## config.mk

```make
export PLATFORM = sky130hd
export DESIGN_NAME = preadd_mac_slice
export DESIGN_NICKNAME = d
export VERILOG_FILES = /design/src/rtl/preadd_mac_pkg.sv /design/src/rtl/mac_opt_reg.sv /design/src/rtl/mac_front.sv /design/src/rtl/mac_back.sv /design/src/rtl/preadd_mac_slice.sv
export SDC_FILE = /design/constraint.sdc
export NUM_CORES = 2
export LEC_CHECK = 0
export ABC_AREA = 1
export BUFFER_PORTS_ARGS = -buffer_cell sky130_fd_sc_hd__buf_2
export CORE_MARGIN = 2
export CORE_UTILIZATION = 60
export DETAILED_ROUTE_END_ITERATION = 8
export GPL_TIMING_DRIVEN = 0
export HOLD_SLACK_MARGIN = 0.05
export PLACE_DENSITY = 0.93
export SLEW_MARGIN = 10
export SYNTH_ARGS = -nofsm -noshare
export SYNTH_HDL_FRONTEND = slang
export SYNTH_SLANG_ARGS = --single-unit
export TNS_END_PERCENT = 20
```

## constraint.sdc

```tcl
create_clock -name clk -period 10.4 [get_ports clk]
set_input_delay 1.04 -clock clk [delete_from_list [all_inputs] [get_ports clk]]
set_output_delay 1.04 -clock clk [all_outputs]
set_load 0.1 [all_outputs]
```

## src/rtl/preadd_mac_pkg.sv

```systemverilog
package preadd_mac_pkg;
  localparam int OPW  = 18;
  localparam int MULW = 2 * OPW;
  localparam int ACCW = 48;
  localparam int DCAT = ACCW - 2 * OPW;
  localparam int CTLW = 8;

  function automatic logic [OPW-1:0] f_pre(input logic [OPW-1:0] d, input logic [OPW-1:0] b,
                                           input logic sub);
    return sub ? (d - b) : (d + b);
  endfunction

  function automatic logic [MULW-1:0] f_mul(input logic [OPW-1:0] a, input logic [OPW-1:0] b);
    logic signed [MULW-1:0] pa, pb;
    pa = MULW'($signed(a));
    pb = MULW'($signed(b));
    return MULW'(pa * pb);
  endfunction

  function automatic logic [ACCW-1:0] f_sext(input logic [MULW-1:0] m);
    return {{(ACCW-MULW){m[MULW-1]}}, m};
  endfunction

  function automatic logic [ACCW-1:0] f_xsel(input logic [1:0] sel, input logic [ACCW-1:0] prod,
                                             input logic [ACCW-1:0] fb, input logic [ACCW-1:0] cat);
    case (sel)
      2'd1:    return prod;
      2'd2:    return fb;
      2'd3:    return cat;
      default: return '0;
    endcase
  endfunction

  function automatic logic [ACCW-1:0] f_zsel(input logic [1:0] sel, input logic [ACCW-1:0] casc,
                                             input logic [ACCW-1:0] fb, input logic [ACCW-1:0] c);
    case (sel)
      2'd1:    return casc;
      2'd2:    return fb;
      2'd3:    return c;
      default: return '0;
    endcase
  endfunction

  function automatic logic [ACCW:0] f_post(input logic [ACCW-1:0] z, input logic [ACCW-1:0] x,
                                           input logic cin, input logic sub);
    logic [ACCW:0] xe;
    xe = {1'b0, x} + {{ACCW{1'b0}}, cin};
    return sub ? ({1'b0, z} - xe) : ({1'b0, z} + xe);
  endfunction
endpackage

```

## src/rtl/mac_opt_reg.sv

```systemverilog
module mac_opt_reg #(
  parameter int W     = 8,
  parameter bit USE   = 1'b1,
  parameter bit ASYNC = 1'b0
) (
  input  logic         clk,
  input  logic         en,
  input  logic         rst,
  input  logic [W-1:0] d,
  output logic [W-1:0] q
);
  generate
    if (!USE) begin : g_bypass
      assign q = d;
    end else if (ASYNC) begin : g_async
      always_ff @(posedge clk or posedge rst)
        if (rst)     q <= '0;
        else if (en) q <= d;
    end else begin : g_sync
      always_ff @(posedge clk)
        if (rst)     q <= '0;
        else if (en) q <= d;
    end
  endgenerate
endmodule

```

## src/rtl/mac_front.sv

```systemverilog
module mac_front
  import preadd_mac_pkg::*;
#(
  parameter bit A_PIPE0 = 1'b1,
  parameter bit A_PIPE1 = 1'b1,
  parameter bit B_PIPE0 = 1'b1,
  parameter bit B_PIPE1 = 1'b1,
  parameter bit D_PIPE  = 1'b1,
  parameter bit M_PIPE  = 1'b1,
  parameter bit ASYNC_RST   = 1'b0,
  parameter bit B_FROM_CASC = 1'b0
) (
  input  logic            clk,
  input  logic [OPW-1:0]  op_a,
  input  logic [OPW-1:0]  op_b,
  input  logic [OPW-1:0]  casc_b_in,
  input  logic [OPW-1:0]  op_d,
  input  logic            pre_en,
  input  logic            pre_sub,
  input  logic            en_a, en_b, en_d, en_m,
  input  logic            rst_a, rst_b, rst_d, rst_m,
  output logic [ACCW-1:0] prod_ext,
  output logic [ACCW-1:0] cat,
  output logic [OPW-1:0]  b_mul
);
  logic [OPW-1:0]  b_src, a0, a1, b0, d0, pre_out, b_sel;
  logic [MULW-1:0] mul_raw, mul_q;

  assign b_src = B_FROM_CASC ? casc_b_in : op_b;

  mac_opt_reg #(.W(OPW), .USE(A_PIPE0), .ASYNC(ASYNC_RST)) u_a0
    (.clk(clk), .en(en_a), .rst(rst_a), .d(op_a), .q(a0));
  mac_opt_reg #(.W(OPW), .USE(A_PIPE1), .ASYNC(ASYNC_RST)) u_a1
    (.clk(clk), .en(en_a), .rst(rst_a), .d(a0), .q(a1));
  mac_opt_reg #(.W(OPW), .USE(B_PIPE0), .ASYNC(ASYNC_RST)) u_b0
    (.clk(clk), .en(en_b), .rst(rst_b), .d(b_src), .q(b0));
  mac_opt_reg #(.W(OPW), .USE(D_PIPE), .ASYNC(ASYNC_RST)) u_d0
    (.clk(clk), .en(en_d), .rst(rst_d), .d(op_d), .q(d0));

  assign pre_out = f_pre(d0, b0, pre_sub);
  assign b_sel   = pre_en ? pre_out : b0;

  mac_opt_reg #(.W(OPW), .USE(B_PIPE1), .ASYNC(ASYNC_RST)) u_b1
    (.clk(clk), .en(en_b), .rst(rst_b), .d(b_sel), .q(b_mul));

  assign mul_raw = f_mul(a1, b_mul);

  mac_opt_reg #(.W(MULW), .USE(M_PIPE), .ASYNC(ASYNC_RST)) u_m
    (.clk(clk), .en(en_m), .rst(rst_m), .d(mul_raw), .q(mul_q));

  assign prod_ext = f_sext(mul_q);
  assign cat      = {d0[DCAT-1:0], a1, b_mul};
endmodule

```

## src/rtl/mac_back.sv

```systemverilog
module mac_back
  import preadd_mac_pkg::*;
#(
  parameter bit C_PIPE  = 1'b1,
  parameter bit R_PIPE  = 1'b1,
  parameter bit CY_PIPE = 1'b1,
  parameter bit ASYNC_RST   = 1'b0,
  parameter bit CY_FROM_CTL = 1'b0
) (
  input  logic            clk,
  input  logic [CTLW-1:0] ctl_q,
  input  logic [ACCW-1:0] prod_ext,
  input  logic [ACCW-1:0] cat,
  input  logic [ACCW-1:0] op_c,
  input  logic [ACCW-1:0] casc_p_in,
  input  logic            cy_in,
  input  logic            en_c, en_r, en_cy,
  input  logic            rst_c, rst_r, rst_cy,
  output logic [ACCW-1:0] c_q,
  output logic            cin_q,
  output logic [ACCW:0]   sum_q
);
  logic            cin_src;
  logic [ACCW-1:0] x_op, z_op;
  logic [ACCW:0]   sum_d;

  mac_opt_reg #(.W(ACCW), .USE(C_PIPE), .ASYNC(ASYNC_RST)) u_c
    (.clk(clk), .en(en_c), .rst(rst_c), .d(op_c), .q(c_q));

  assign cin_src = CY_FROM_CTL ? ctl_q[5] : cy_in;

  mac_opt_reg #(.W(1), .USE(CY_PIPE), .ASYNC(ASYNC_RST)) u_cy
    (.clk(clk), .en(en_cy), .rst(rst_cy), .d(cin_src), .q(cin_q));

  assign x_op  = f_xsel(ctl_q[1:0], prod_ext, sum_q[ACCW-1:0], cat);
  assign z_op  = f_zsel(ctl_q[3:2], casc_p_in, sum_q[ACCW-1:0], c_q);
  assign sum_d = f_post(z_op, x_op, cin_q, ctl_q[7]);

  mac_opt_reg #(.W(ACCW+1), .USE(R_PIPE), .ASYNC(ASYNC_RST)) u_r
    (.clk(clk), .en(en_r), .rst(rst_r), .d(sum_d), .q(sum_q));
endmodule

```

## src/rtl/preadd_mac_slice.sv

```systemverilog
module preadd_mac_slice
  import preadd_mac_pkg::*;
#(
  parameter bit A_PIPE0  = 1'b1,
  parameter bit A_PIPE1  = 1'b1,
  parameter bit B_PIPE0  = 1'b1,
  parameter bit B_PIPE1  = 1'b1,
  parameter bit C_PIPE   = 1'b1,
  parameter bit D_PIPE   = 1'b1,
  parameter bit M_PIPE   = 1'b1,
  parameter bit R_PIPE   = 1'b1,
  parameter bit CY_PIPE  = 1'b1,
  parameter bit CTL_PIPE = 1'b1,
  parameter bit ASYNC_RST   = 1'b0,
  parameter bit B_FROM_CASC = 1'b0,
  parameter bit CY_FROM_CTL = 1'b0
) (
  input  logic        clk,
  input  logic [17:0] op_a,
  input  logic [17:0] op_b,
  input  logic [17:0] casc_b_in,
  input  logic [17:0] op_d,
  input  logic [47:0] op_c,
  input  logic [47:0] casc_p_in,
  input  logic        cy_in,
  input  logic [7:0]  ctl,
  input  logic        en_a,
  input  logic        en_b,
  input  logic        en_c,
  input  logic        en_d,
  input  logic        en_m,
  input  logic        en_r,
  input  logic        en_cy,
  input  logic        en_ctl,
  input  logic        rst_a,
  input  logic        rst_b,
  input  logic        rst_c,
  input  logic        rst_d,
  input  logic        rst_m,
  input  logic        rst_r,
  input  logic        rst_cy,
  input  logic        rst_ctl,
  output logic [47:0] result,
  output logic [47:0] casc_p_out,
  output logic [17:0] casc_b_out,
  output logic        cy_out
);
  // Named internal wires, visible to the bound checker
  logic [CTLW-1:0] ctl_q;
  logic [ACCW-1:0] prod_ext, cat, c_q;
  logic            cin_q;
  logic [ACCW:0]   sum_q;

  mac_opt_reg #(.W(CTLW), .USE(CTL_PIPE), .ASYNC(ASYNC_RST)) u_ctl
    (.clk(clk), .en(en_ctl), .rst(rst_ctl), .d(ctl), .q(ctl_q));

  mac_front #(
    .A_PIPE0(A_PIPE0), .A_PIPE1(A_PIPE1), .B_PIPE0(B_PIPE0), .B_PIPE1(B_PIPE1),
    .D_PIPE(D_PIPE), .M_PIPE(M_PIPE), .ASYNC_RST(ASYNC_RST), .B_FROM_CASC(B_FROM_CASC)
  ) u_front (
    .clk(clk), .op_a(op_a), .op_b(op_b), .casc_b_in(casc_b_in), .op_d(op_d),
    .pre_en(ctl_q[4]), .pre_sub(ctl_q[6]),
    .en_a(en_a), .en_b(en_b), .en_d(en_d), .en_m(en_m),
    .rst_a(rst_a), .rst_b(rst_b), .rst_d(rst_d), .rst_m(rst_m),
    .prod_ext(prod_ext), .cat(cat), .b_mul(casc_b_out)
  );

  mac_back #(
    .C_PIPE(C_PIPE), .R_PIPE(R_PIPE), .CY_PIPE(CY_PIPE),
    .ASYNC_RST(ASYNC_RST), .CY_FROM_CTL(CY_FROM_CTL)
  ) u_back (
    .clk(clk), .ctl_q(ctl_q), .prod_ext(prod_ext), .cat(cat), .op_c(op_c),
    .casc_p_in(casc_p_in), .cy_in(cy_in),
    .en_c(en_c), .en_r(en_r), .en_cy(en_cy),
    .rst_c(rst_c), .rst_r(rst_r), .rst_cy(rst_cy),
    .c_q(c_q), .cin_q(cin_q), .sum_q(sum_q)
  );

  assign result     = sum_q[ACCW-1:0];
  assign casc_p_out = sum_q[ACCW-1:0];
  assign cy_out     = sum_q[ACCW];
endmodule

```

== Yosys cells after proc, flatten, opt, wreduce, memory -nomap -nowiden ==
Cells that the tools add are included.
Cells by class
  add/subtract/negate cells: 5
  $mul: 1
  equality and inequality tests: 6
  multiplexer cells: 5
Operator list (number)
  one-hot mux 48 bit (3 select lines): 2
  adder 48 x 1 -> 49 bit: 1
  adder 48 x 49 -> 49 bit: 1
  2-to-1 mux 49 bit: 1
  subtractor 48 x 49 -> 49 bit: 1
  multiplier 18 x 18 -> 36 bit: 1
  2-to-1 mux 18 bit: 2
  adder 18 bit: 1
  subtractor 18 bit: 1
  equality test 2 bit (second input constant): 4
  equality test 2 x 1 -> 1 bit (second input constant): 2
Word-level totals
  register bits after elaboration: 232
  input port bits: 194
  output and inout port bits: 115
  word-level logic and storage cells: 27

== Logic depth before layout (Yosys ltp) ==
  depth in word-level cells: 5
  mapped depth: 39
  depth with buffers taken out: 36

== Modules after synthesis ==
From an unflattened synthesis, not the netlist that was laid out.
Second synthesis, totals
  cell total of the unflattened synthesis: 5323
  area, all modules: 33791.2 um^2
By module, submodules not included
  mac_front: times used 1, cells an instance 2083, area an instance 14890.5 um^2, sequential area each 0.0 um^2
  mac_back: times used 1, cells an instance 1720, area an instance 8867.3 um^2, sequential area each 0.0 um^2
  mac_opt_reg (u_front.u_a0 ...): times used 5, cells an instance 114, area an instance 759.5 um^2, sequential area each 360.3 um^2
  mac_opt_reg (u_back.u_r): times used 1, cells an instance 311, area an instance 2006.9 um^2, sequential area each 980.9 um^2
  mac_opt_reg (u_back.u_c): times used 1, cells an instance 305, area an instance 1976.9 um^2, sequential area each 960.9 um^2
  mac_opt_reg (u_front.u_m): times used 1, cells an instance 228, area an instance 1505.2 um^2, sequential area each 720.7 um^2
  preadd_mac_slice: times used 1, cells an instance 48, area an instance 360.3 um^2, sequential area each 0.0 um^2
  mac_opt_reg (u_ctl): times used 1, cells an instance 51, area an instance 341.6 um^2, sequential area each 160.2 um^2
  mac_opt_reg (u_back.u_cy): times used 1, cells an instance 7, area an instance 45.0 um^2, sequential area each 20.0 um^2

== Least setup slack after synthesis ==
OpenSTA, ideal clock, no wires.
  kind: register to register
  from: register u_front.u_b1.q[3]
  to: register u_front.u_m.q[31]
  setup time: 0.109 ns
  arrival time: 5.819 ns
  required time: 10.291 ns
  path slack: 4.472 ns
  cell stages (with the launch flop): 32
  buffers on the path: 2
  clock period less this slack: 5.928 ns
  path through: dfxtp_1 > clkbuf_1 > buf_1 > nand2_1 > fa_1 > inv_1 > fa_1 > inv_1 > fa_1 > inv_1 > fa_1 > inv_1 > fa_1 > inv_1 > fa_1 > ha_1 > a21oi_1 > inv_1 > a31oi_1 > a21boi_0 > inv_1 > nand2_1 > nand2_1 > nand2_1 > o21a_1 > inv_1 > nand2_1 > nand2_1 > nand2_1 > nand3_1 > nand2_1 > inv_1
Between the ends
  longest elaborated chain between the ends: 1
RTL lines
  start, declared: RTL line mac_opt_reg.sv:10  | output logic [W-1:0] q
  start signal, assigned: RTL line mac_opt_reg.sv:21  | if (rst) q <= '0;
  start signal, assigned: RTL line mac_opt_reg.sv:22  | else if (en) q <= d;
  multiplier 18 x 18 -> 36 bit: RTL line preadd_mac_pkg.sv:17  | return MULW'(pa * pb);
  end signal, assigned: RTL line mac_opt_reg.sv:21
  end signal, assigned: RTL line mac_opt_reg.sv:22
  end, declared: RTL line mac_opt_reg.sv:10
Every way passes these cells.
A chain may end at the register's enable or synchronous reset.

== Worst setup path after layout ==
  from: register u_front.u_b1.q[6]
  to: register u_front.u_m.q[24]
Same word-level chain as after synthesis.

==> flow_summary_export.csv <==
group,metric,value,unit
status,status,"finished, final reports clean",
pwr,p_clk_share,23.2,%
hold_path,min_path_type,"register to register",
yosys,synth_cell_types,51,
job,drv_cap,0,
die,start_util,60.5,%
placement,globalplace.congestion,1.06,
timing,maxClockFrequency,130,MHz
die,ioPinCount,309,
die,core_region_area,49900,um^2
grt,grt_max_degree,16,
finish,drive_gt1_share,11.1,%
yosys,synth_compound_area_share,11.8,%
yosys,synth_edf_count,0,
clocking,cts.repair.resized,0,
yosys,synthAdderAreaFrac,28.7,%
clocking,cts_root_buffer,"clkbuf_16",
grt,grt_use_total,41.7,%
timing,finalSetupViolCount,0,
clocking,cts_buffers,26,
yosys,synth_xor_area_share,4.23,%
grt,top_usage_layer,"met2",
worst_setup_path,critical_path_class,"register to register",
pwr,p_int,2.04,mW
clocking,clock-sinks,231,
finish,final_common_cell,"nand2_1",
timing,period_share,73.9,%
die,die_h,228,um
worst_setup_path,r2r-start,"u_front.u_b1.q[6]",
placement,preCtsSetupSlack,3.05,ns
pwr,p_sw_share,49.3,%
worst_setup_path,cp.required,10.90,ns
clocking,cts_tree,"done",
routing,drt_first_pass_iters,9,
finish,register_area,4620,um^2
worst_setup_path,path_max_fanout,10,
yosys,synth_top_family_by_area,"adder cells",
hold_path,holdPathStages,2,
clocking,cts_max_level,1,
routing,via_per_inst,5.77,
hold_path,hp-start,"u_front.u_a0.q[4]",
yosys,syn_nets,5052,
timing,skew,0.0183,ns
yosys,syn_inst,4365,
pwr,power_density,121,nW/um^2
grt,grtUsageMet3,8.94,%
yosys,synthArstFlopShare,0,%
finish,fin_nets,5362,
hold_path,min_to,"u_front.u_a0.q[4]",
grt,grt_use_met1,52.9,%
worst_setup_path,rrSetupSlack,2.71,ns
worst_setup_path,cp_slowest_cell,"clkbuf_1",
pwr,vdd_drop_max,0.117,mV
timing,max_slew_margin,24.7,%
routing,wirelength,110000,um
placement,place_hpwl,91600,um
timing,tns,0,ns
timing,rsz0062_at_grt,"false",
finish,nFillCells,4306,
finish,area_delta_synth_final,10.3,%
pwr,seq_power_share,27.5,%
yosys,synthSimpleGateAreaFrac,25.3,%
grt,grt_pass1_vias,30838,
yosys,synth_warnings,0,
yosys,synth-seq-cells,231,
routing,wl_per_cell,20.4,um
worst_setup_path,r2r-end,"u_front.u_m.q[24]",
clocking,clk_path_buf_depth,3,
pwr,pwr-share-comb,49.3,%
worst_setup_path,max_stage_delay,0.75,ns
worst_setup_path,crit_path_end_kind,"register",
routing,ant_nets,0,
timing,hold_viol,0,
finish,mostFrequentLayoutCells,"nand2_1, inv_1, fa_1, a21oi_1, nor2_1",
finish,fin_util,66.7,%
grt,use_met2,66.2,%
die,die_w,228,um
routing,via_count,30956,
clocking,clock_latency,0.57,ns
yosys,seq_area_frac_synth,15.3,%
yosys,synthMuxAreaShare,0.0332,%
clocking,hold_buffers,0,
timing,finalCriticalPeriod,7.69,ns
finish,layout.cells.non_filler,5366,
routing,drc,0,
die,rows,82,
pwr,p_sw,1.99,mW
yosys,synthFlopType,"dfxtp_1",
worst_setup_path,cp_cell_sequence,"clkbuf_1 -> clkbuf_1 -> nand2_1 -> fa_1 -> inv_1 -> fa_1 -> inv_1 -> fa_1 -> fa_1 -> inv_1 -> fa_1 -> fa_1 -> ha_1 -> a21oi_1 -> a21boi_0 -> o21ai_0 -> a21boi_0 -> nor2_1 -> o21ai_0 -> inv_1 -> o21ai_0 -> nand2_1 -> inv_1",
finish,multi_input_area,21100,um^2
worst_setup_path,r2r_cells,23,
grt,grt_pass1_wl,169000,um
timing,finalMaxSlewViolations,0,
grt,overflow,0,
routing,drtIter0Drc,3530,
worst_setup_path,cp-start-kind,"register",
worst_setup_path,critical-path-top-delay-family,"adder cells",
worst_setup_path,crit_top_cell,"fa_1",
yosys,synth.avg_cell_area,6.91,um^2
worst_setup_path,arrival,8.19,ns
grt,antenna_found_initial,1,
clocking,cts.clk_slew.worst_paths,0.06,ns
placement,placed_cells,5319,
worst_setup_path,crit_buf_inv,7,
die,die_area,52100,um^2
timing,setup_slack,2.71,ns
yosys,post_synth_instance_area,30200,um^2
timing,worst_pin_slew,1.13,ns
timing,hold_ws,0.463,ns
placement,port_buffers,282,
pwr,p_leak,17.3,nW
clocking,post_cts_buffers,0,
## power groups by stage
stage / clock (mW) / sequential (mW) / combinational, mW
finish: 0.936 / 1.11 / 1.99
detailed placement: 0 / 1.11 / 1.94
CTS: 0.928 / 1.09 / 1.95
global route: 0.969 / 1.10 / 2.13
global placement: 0 / 1.11 / 1.91
floorplan: 0 / 1.25 / 1.28
## registers in the layout (all words and copies together) (netlist names)
register / flops
u_front.u_a1.q: 18
u_front.u_b0.q: 18
u_front.u_a0.q: 18
u_front.u_m.q: 36
u_ctl.q: 7
u_front.u_d0.q: 18
u_back.u_cy.q: 1
u_front.u_b1.q: 18
u_back.u_c.q: 48
u_back.u_r.q: 49
## layout make-up
| type | count | share of cell area, % |
|---|---|---|
| flip-flops and latches | 231 | 13.9 |
| inverters | 800 | 9.05 |
| multi-input cells | 3074 | 63.5 |
| repair buffers | 282 | 4.24 |
| plain buffers | 260 | 4.22 |
| clock buffers | 32 | 2.12 |
| diodes | 2 | 0.0150 |
| well taps | 672 | 2.53 |
| clock inverters | 13 | 0.414 |
## worst max path at each step
stage	start	endpoint	slack, ns	depth (start not counted)
5_1_grt	u_front.u_b1.q[5]	u_front.u_m.q[35]	2.49	21
4_1_cts	u_front.u_b1.q[5]	u_front.u_m.q[35]	3.00	21
3_3_place_gp	u_front.u_b1.q[5]	u_front.u_m.q[35]	3.16	21
2_1_floorplan	u_front.u_b1.q[3]	u_front.u_m.q[31]	4.47	31
3_5_place_dp	u_front.u_b1.q[5]	u_front.u_m.q[35]	3.05	21
6_report	u_front.u_b1.q[6]	u_front.u_m.q[24]	2.71	23
## synth_stat cells (52+ instances only)
cell type / n / area, um^2
ha_1: 162 / 2030
xor2_1: 99 / 867
clkbuf_1: 148 / 556
buf_4: 72 / 541
inv_1: 783 / 2940
nor2_1: 293 / 1100
o211ai_1: 52 / 390
a21oi_1: 320 / 1600
o21ai_0: 184 / 921
dfxtp_1: 231 / 4620
nand2_1: 1052 / 3950
nand3_1: 282 / 1410
fa_1: 331 / 6630
## logic make-up after synthesis
logic type	Yosys count
buf+inv	1060
flops	231
compound gates	643
xor+xnor	145
mux	1
fa+ha+maj	493
simple gates	1792
## tightest hold or removal path, delay by kind of cell, from the launching register on
| family | cells | cell delay (ns) |
|---|---|---|
| flops | 1 | 0.31 |
| simple gates | 1 | 0.06 |
| compound gates | 1 | 0.05 |
## routing by layer
layer	part of all wire, %	vias to the layer above	wire [um]
li1	-	14133	-
met1	37	14372	41000
met2	44	2020	48100
met3	12	431	13200
met4	6.6	0	7240
met5	0	-	0
## per-stage QoR
step | instance area, um^2 | power, mW
3_5_place_dp | 32400 | 3.05
6_report | 33300 | 4.03
5_1_grt | 33300 | 4.20
4_1_cts | 33300 | 3.97
3_3_place_gp | 32400 | 3.02
2_1_floorplan | 30200 | 2.52
(Power assumes the default switching activity.)
